[src/rtl/idata_pkg.sv]
package idata_pkg;

    localparam int DW        = 8;
    localparam int RAM_DEPTH = 128;
    localparam int RAM_AW    = $clog2(RAM_DEPTH);
    localparam int NUM_SFR   = 21;

    typedef enum logic [3:0] {
        OP_IDLE    = 4'd0,
        OP_DIR_RD  = 4'd1,
        OP_DIR_WR  = 4'd2,
        OP_IND_RD  = 4'd3,
        OP_IND_WR  = 4'd4,
        OP_REG_RD  = 4'd5,
        OP_REG_WR  = 4'd6,
        OP_BIT_RD  = 4'd8,
        OP_BIT_SET = 4'd9,
        OP_BIT_CLR = 4'd10,
        OP_BIT_CPL = 4'd11,
        OP_BIT_TCL = 4'd12
    } op_e;

    typedef enum logic [1:0] {TGT_NONE, TGT_LO, TGT_HI, TGT_SFR} tgt_e;

    typedef struct packed {
        tgt_e          tgt;
        logic [DW-1:0] addr;
        logic          is_bit;
        logic [2:0]    bpos;
        logic          rd;
        logic          wr;
        logic          err;
    } acc_t;

    localparam logic [7:0] ADR_STATUS = 8'hD0;
    localparam logic [7:0] ADR_STACK  = 8'h81;

    function automatic logic [7:0] sfr_slot_addr(input int i);
        case (i)
            0: return 8'h80;  1: return 8'h81;  2: return 8'h82;
            3: return 8'h83;  4: return 8'h87;  5: return 8'h88;
            6: return 8'h89;  7: return 8'h8A;  8: return 8'h8B;
            9: return 8'h8C; 10: return 8'h8D; 11: return 8'h90;
           12: return 8'h98; 13: return 8'h99; 14: return 8'hA0;
           15: return 8'hA8; 16: return 8'hB0; 17: return 8'hB8;
           18: return 8'hD0; 19: return 8'hE0; 20: return 8'hF0;
            default: return 8'h00;
        endcase
    endfunction

    function automatic logic sfr_is_impl(input logic [7:0] a);
        logic hit;
        hit = 1'b0;
        for (int i = 0; i < NUM_SFR; i++)
            if (a == sfr_slot_addr(i)) hit = 1'b1;
        return hit;
    endfunction

    function automatic logic [7:0] sfr_reset_val(input logic [7:0] a);
        if (a == ADR_STACK) return 8'h07;
        if (a == 8'h80 || a == 8'h90 || a == 8'hA0 || a == 8'hB0) return 8'hFF;
        return 8'h00;
    endfunction

    function automatic logic [DW-1:0] bit_merge(input op_e op, input logic [DW-1:0] old,
                                                input logic [2:0] pos);
        logic [DW-1:0] nv;
        nv = old;
        case (op)
            OP_BIT_SET:             nv[pos] = 1'b1;
            OP_BIT_CLR, OP_BIT_TCL: nv[pos] = 1'b0;
            OP_BIT_CPL:             nv[pos] = ~old[pos];
            default:                nv = old;
        endcase
        return nv;
    endfunction

endpackage

[src/rtl/idata_ram.sv]
module idata_ram #(
    parameter int DEPTH = 128,
    parameter int W     = 8,
    parameter int NRD   = 1,
    localparam int AW   = $clog2(DEPTH)
) (
    input  logic                   clk,
    input  logic                   we,
    input  logic [AW-1:0]          waddr,
    input  logic [W-1:0]           wdata,
    input  logic [NRD-1:0][AW-1:0] raddr,
    output logic [NRD-1:0][W-1:0]  rdata
);
    logic [W-1:0] mem [DEPTH];

    always_ff @(posedge clk) begin
        if (we) mem[waddr] <= wdata;
    end

    for (genvar p = 0; p < NRD; p++) begin : g_rd
        assign rdata[p] = mem[raddr[p]];
    end
endmodule

[src/rtl/idata_sfr_file.sv]
module idata_sfr_file
    import idata_pkg::*;
#(
    parameter int N = NUM_SFR,
    parameter int W = DW
) (
    input  logic         clk,
    input  logic         rst,
    input  logic         we,
    input  logic [7:0]   addr,
    input  logic [W-1:0] wdata,
    output logic [W-1:0] rdata,
    output logic [1:0]   bank_o
);
    logic [W-1:0] regs [N];

    always_ff @(posedge clk) begin
        for (int i = 0; i < N; i++) begin
            if (rst)
                regs[i] <= sfr_reset_val(sfr_slot_addr(i));
            else if (we && addr == sfr_slot_addr(i))
                regs[i] <= wdata;
        end
    end

    always_comb begin
        rdata  = '0;
        bank_o = '0;
        for (int i = 0; i < N; i++) begin
            if (addr == sfr_slot_addr(i))       rdata  = regs[i];
            if (sfr_slot_addr(i) == ADR_STATUS) bank_o = regs[i][4:3];
        end
    end
endmodule

[src/rtl/idata_resolve.sv]
module idata_resolve
    import idata_pkg::*;
(
    input  op_e        op,
    input  logic [7:0] addr,
    input  logic [2:0] rsel,
    input  logic [1:0] bank,
    input  logic [7:0] ptr,
    output acc_t       acc
);
    logic [7:0] sfr_base;
    assign sfr_base = {addr[7:3], 3'b000};

    always_comb begin
        acc     = '0;
        acc.tgt = TGT_NONE;
        case (op)
            OP_DIR_RD, OP_DIR_WR: begin
                acc.addr = addr;
                acc.rd   = (op == OP_DIR_RD);
                acc.wr   = (op == OP_DIR_WR);
                if (!addr[7])               acc.tgt = TGT_LO;
                else if (sfr_is_impl(addr)) acc.tgt = TGT_SFR;
                else                        acc.err = 1'b1;
            end
            OP_IND_RD, OP_IND_WR: begin
                if (rsel[2:1] != 2'b00) begin
                    acc.err = 1'b1;
                end else begin
                    acc.addr = ptr;
                    acc.rd   = (op == OP_IND_RD);
                    acc.wr   = (op == OP_IND_WR);
                    acc.tgt  = ptr[7] ? TGT_HI : TGT_LO;
                end
            end
            OP_REG_RD, OP_REG_WR: begin
                acc.addr = {3'b000, bank, rsel};
                acc.rd   = (op == OP_REG_RD);
                acc.wr   = (op == OP_REG_WR);
                acc.tgt  = TGT_LO;
            end
            OP_BIT_RD, OP_BIT_SET, OP_BIT_CLR, OP_BIT_CPL, OP_BIT_TCL: begin
                acc.is_bit = 1'b1;
                acc.bpos   = addr[2:0];
                acc.wr     = (op != OP_BIT_RD);
                if (!addr[7]) begin
                    acc.addr = {4'h2, addr[6:3]};
                    acc.tgt  = TGT_LO;
                end else if (sfr_is_impl(sfr_base)) begin
                    acc.addr = sfr_base;
                    acc.tgt  = TGT_SFR;
                end else begin
                    acc.wr  = 1'b0;
                    acc.err = 1'b1;
                end
            end
            default: acc = '0;
        endcase
    end
endmodule

[src/rtl/idata_space.sv]
module idata_space
    import idata_pkg::*;
(
    input  logic       clk,
    input  logic       rst,
    input  logic [3:0] op_i,
    input  logic [7:0] addr_i,
    input  logic [2:0] rsel_i,
    input  logic [7:0] wdata_i,
    output logic [7:0] rdata_o,
    output logic       bit_o,
    output logic       err_o
);
    op_e                      op;
    acc_t                     acc;
    logic [1:0]               bank;
    logic [1:0][RAM_AW-1:0]   lo_raddr;
    logic [1:0][DW-1:0]       lo_rdata;
    logic [0:0][RAM_AW-1:0]   hi_raddr;
    logic [0:0][DW-1:0]       hi_rdata;
    logic [DW-1:0]            sfr_rdata;
    logic [DW-1:0]            old_byte;
    logic [DW-1:0]            new_byte;

    assign op = op_e'(op_i);

    // Port 0 fetches the pointer register, port 1 the data byte.
    assign lo_raddr[0] = RAM_AW'({bank, 2'b00, rsel_i[0]});
    assign lo_raddr[1] = acc.addr[RAM_AW-1:0];
    assign hi_raddr[0] = acc.addr[RAM_AW-1:0];

    idata_resolve u_resolve (
        .op   (op),
        .addr (addr_i),
        .rsel (rsel_i),
        .bank (bank),
        .ptr  (lo_rdata[0]),
        .acc  (acc)
    );

    idata_ram #(.DEPTH(RAM_DEPTH), .W(DW), .NRD(2)) u_lo_ram (
        .clk   (clk),
        .we    (acc.wr && acc.tgt == TGT_LO),
        .waddr (acc.addr[RAM_AW-1:0]),
        .wdata (new_byte),
        .raddr (lo_raddr),
        .rdata (lo_rdata)
    );

    idata_ram #(.DEPTH(RAM_DEPTH), .W(DW), .NRD(1)) u_hi_ram (
        .clk   (clk),
        .we    (acc.wr && acc.tgt == TGT_HI),
        .waddr (acc.addr[RAM_AW-1:0]),
        .wdata (new_byte),
        .raddr (hi_raddr),
        .rdata (hi_rdata)
    );

    idata_sfr_file u_sfr (
        .clk    (clk),
        .rst    (rst),
        .we     (acc.wr && acc.tgt == TGT_SFR),
        .addr   (acc.addr),
        .wdata  (new_byte),
        .rdata  (sfr_rdata),
        .bank_o (bank)
    );

    always_comb begin
        case (acc.tgt)
            TGT_LO:  old_byte = lo_rdata[1];
            TGT_HI:  old_byte = hi_rdata[0];
            TGT_SFR: old_byte = sfr_rdata;
            default: old_byte = '0;
        endcase
    end

    assign new_byte = acc.is_bit ? bit_merge(op, old_byte, acc.bpos) : wdata_i;
    assign rdata_o  = (acc.rd && !acc.is_bit) ? old_byte : '0;
    assign bit_o    = (acc.is_bit && acc.tgt != TGT_NONE) ? old_byte[acc.bpos] : 1'b0;
    assign err_o    = acc.err;
endmodule

[config.mk]
export PLATFORM = sky130hd
export DESIGN_NAME = idata_space
export DESIGN_NICKNAME = d
export VERILOG_FILES = /design/src/rtl/idata_pkg.sv /design/src/rtl/idata_ram.sv /design/src/rtl/idata_sfr_file.sv /design/src/rtl/idata_resolve.sv /design/src/rtl/idata_space.sv
export SDC_FILE = /design/constraint.sdc
export NUM_CORES = 2
export LEC_CHECK = 0
export BUFFER_PORTS_ARGS = -buffer_cell sky130_fd_sc_hd__buf_2
export CORE_UTILIZATION = 56
export DETAILED_ROUTE_END_ITERATION = 7
export PLACE_DENSITY_LB_ADDON = 0.2
export SETUP_SLACK_MARGIN = 0.1
export SYNTH_ARGS = -nofsm -noshare
export SYNTH_HDL_FRONTEND = slang
export SYNTH_HIERARCHICAL = 1
export SYNTH_SLANG_ARGS = --single-unit
export TNS_END_PERCENT = 20
[constraint.sdc]
create_clock -name clk -period 24.2 [get_ports clk]
set_input_delay 0 -clock clk [delete_from_list [all_inputs] [get_ports clk]]
set_output_delay 0 -clock clk [all_outputs]
set_load 0.05 [all_outputs]
==> summary.txt <==
Clocking
  • Clock Tree Root: clkbuf_16
  • Worst-Skew Late Latency: 0.88 ns
  • H-tree depth: 4
  • Post-CTS Setup Inserts: 0
  • TritonCTS clock tree: done
  • # resized after CTS: 0
  • CTS Sinks: 2216
  • Reg clk slew, reported paths: 0.07 ns
  • Hold_buf cts: 1
  • Clock buffer depth: 3
  • Num CTS Buffers: 216

Global route
  • Grt ovf: 0
  • Initial antenna violation count: 15
  • Vias in the first global route: 49446
  • Gr usage total: 0.287
  • First-pass GRT wire length: 356000 µm
  • Largest net degree at the start of global routing: 225

Die
  • Starting Density: 0.564
  • Row cnt: 152
  • I/O pins: 35
  • Die area: 174000 µm²
  • Die Height: 417 µm
  • Die width: 417 µm
  • Core area: 172000 µm²

Route
  • DRC Markers: 0
  • Vias per Instance: 7.06
  • Initial drt markers: 6762
  • Routed WL: 247000 µm
  • DR vias: 50102
  • Post-route ant nets: 0
  • DR WL/cell: 34.7 µm
  • Pre-antenna DRT Iters: 6

Critical path
  • Worst path max stage delay: 1.02 ns
  • CP max FO: 117
  • Worst Setup Start Kind: flip-flop
  • Crit end category: flip-flop
  • Critical Setup Path Class: flip-flop to flip-flop
  • Critical Path RT: 24.70 ns
  • CP arrival: 12.67 ns
  • Register-to-register setup slack: 12.03 ns
  • CP dominant cell by count: mux4_2
  • Slowest CP cell: edfxtp_1
  • Crit path cell chain: buf_12 > mux4_2 > mux4_2 > mux2_2 > a221o_4 > buf_12 > buf_4 > buf_4 > mux4_2 > mux4_2 > mux4_2 > mux2_2 > mux2i_1 > a21oi_1 > a22oi_1 > nand4_4 > o21ai_4 > buf_4 > buf_4

Synthesis
  • Synth Area in Compound Gates: 0.0160
  • Post-Synth Adder-Cell Area: 0
  • Top_reg_cell synth: edfxtp_1
  • Top cells by area, synth: edfxtp_1 69%, mux4_2 24%, nor2_1 1.1%
  • Async S/R FF share, synth: 0
  • Cells after Synth: 4552
  • Netlist cell types: 82
  • #FFs+latches synth: 2216
  • Cell taking the most area after synthesis: edfxtp_1
  • Synth Warn #: 6
  • XOR/XNOR Fraction of Synth Area: 0.0000906
  • Post-synth EDFFs: 2216
  • Yosys top cell area share: 0.688
  • Avg Inst Size Synth: 21.2 µm²
  • Multiplexer share of the synthesized area: 0.243
  • Cell area after synthesis: 96700 µm²
  • Largest family of logic cells by synthesized area: multiplexers
  • Top cells by count, synth: 2216 x edfxtp_1, 1014 x mux4_2, 282 x nor2_1
  • Post-synthesis sequential area ratio: 0.688
  • Cell with the most instances after synthesis: edfxtp_1
  • Synth Area in Simple Gates: 0.0369

STA
  • Clock Skews: 0.0447 ns
  • Final Hold Viols: 0
  • RSZ-0062 raised after global routing: no
  • Max_slew headroom: 0.106
  • Max Slew Vio Count: 0
  • Fmax: 0.0822 GHz
  • Final setup fails: 0
  • Sum Neg Setup Slack: 0 ns
  • Final Cycle Share: 0.503
  • Crit path time final: 12.17 ns
  • Worst slew pin tran: 1.33 ns

Run
  • Max Cap Viol: 0

Finish
  • Share of cells above drive strength 1: 0.326
  • Area grow syn2layout: 10.3%
  • Nets: 4627
  • Cell area after layout: 107000 µm²
  • FILL cells: 11596

Power
  • Static Leak: 32.1 nW
  • PwrDens: 80.5 nW/µm²
  • Switching power of the nets: 2.00 mW
  • Sw Ratio: 0.233
  • VDD IR max: 60.4 µV
  • Sequential share of power: 0.503
  • Clock share of power: 0.395
  • Internal power: 6.58 mW
  • Combinational Power Share: 0.101

Placed design
  • Post-DP HPWL: 149000 µm
  • Placed Area: 99500 µm²
  • Placer Congestion: 0.926
  • Port bufs: 34

Hold path
  • Worst min path class: input port to flip-flop

Run status
  • Status: complete, no violations
worst max-delay path: cells and delay by family, from the launching register on:
kind	cells	cell delay [ns]
compound gates	4	2.11
buf+inv	6	4.79
flops	1	1.02
mux	8	3.02
simple gates	1	0.38
sequential cells by signal, summed over array words and instances, names as in the netlist:
name / flops
u_sfr/regs: 168
u_lo_ram/mem: 1024
u_hi_ram/mem: 1024
per-layer routing:
metal  wire [µm]  global-route usage  up-vias
met1       95500               0.411    27056
li1            -                   -    19673
met4        8690              0.0960       12
met2      118000               0.446     2924
met3       24600              0.0609      437
met5          92                   0        -
cell type report:
cell class | count | area, µm² | share of cell area
multi-input combinational | 2007 | 28800 | 0.270
inverter | 9 | 33.8 | 0.000317
clock buffer | 264 | 5610 | 0.0526
clock inverter | 141 | 1580 | 0.0148
tap | 2310 | 2890 | 0.0271
sequential | 2216 | 66500 | 0.624
antenna | 1 | 2.50 | 0.0000235
timing repair buffer | 152 | 1170 | 0.0110
layout by cell type, fill, tap and decap left out, drive strengths merged, types with 8 or more instances in the layout:
| master | n |
|---|---|
| a21oi | 41 |
| nand2 | 67 |
| o211ai | 11 |
| nor2 | 282 |
| or3 | 23 |
| bufinv | 26 |
| mux4 | 1014 |
| nand2b | 21 |
| o22ai | 16 |
| edfxtp | 2216 |
| o221ai | 9 |
| inv | 10 |
| and3 | 24 |
| a21o | 8 |
| mux2 | 34 |
| buf | 151 |
| clkinvlp | 9 |
| o31ai | 10 |
| nand4 | 15 |
| nor2b | 33 |
| nor3 | 29 |
| clkinv | 105 |
| mux2i | 27 |
| o21ai | 34 |
| nand3 | 46 |
| and2 | 124 |
| or2 | 10 |
| clkbuf | 264 |
| a22oi | 24 |
power by group through the flow:
| stage | Clock (mW) | Combinational (mW) | Sequential [mW] |
|---|---|---|---|
| after floorplan | 0 | 0.569 | 4.46 |
| after global placement | 0 | 0.850 | 4.40 |
| after detailed placement | 0 | 0.860 | 4.40 |
| after global routing | 3.58 | 0.911 | 4.32 |
| final | 3.39 | 0.870 | 4.32 |
| after CTS | 3.44 | 0.862 | 4.32 |
metrics by stage:
step | hold slack (ns) | power [mW] | utilization | std cells | setup slack [ns]
final | 0.107 | 8.58 | 0.622 | 7100 | 12.03
after global routing | 0.116 | 8.81 | 0.622 | 7099 | 11.25
after CTS | 0.0855 | 8.62 | 0.622 | 7099 | 11.85
after detailed placement | 0.640 | 5.26 | 0.580 | 6693 | 11.85
after global placement | 0.634 | 5.25 | 0.580 | 6693 | 12.12
after floorplan | 0.423 | 5.03 | - | 4558 | 10.83
kinds of logic after synthesis:
group | count (synthesis)
xor gates and xnor gates | 1
and+or+nand+nor | 706
DFF | 2216
muxes | 1075
buffers and inverters | 335
other | 1
AOI/OAI and AO/OA | 218
path summary, 6_finish.rpt:
path / start / endpoint / cells past startpoint
max: u_sfr/regs[2][20] / u_lo_ram/mem[64][4] / 19
min: wdata_i[1] / u_hi_ram/mem[126][1] / 3
max reg2reg: u_sfr/regs[2][20] / u_lo_ram/mem[64][4] / 19
min reg2reg: u_sfr/regs[2][22] / u_hi_ram/mem[106][6] / 7
(Power assumes the default switching activity.)
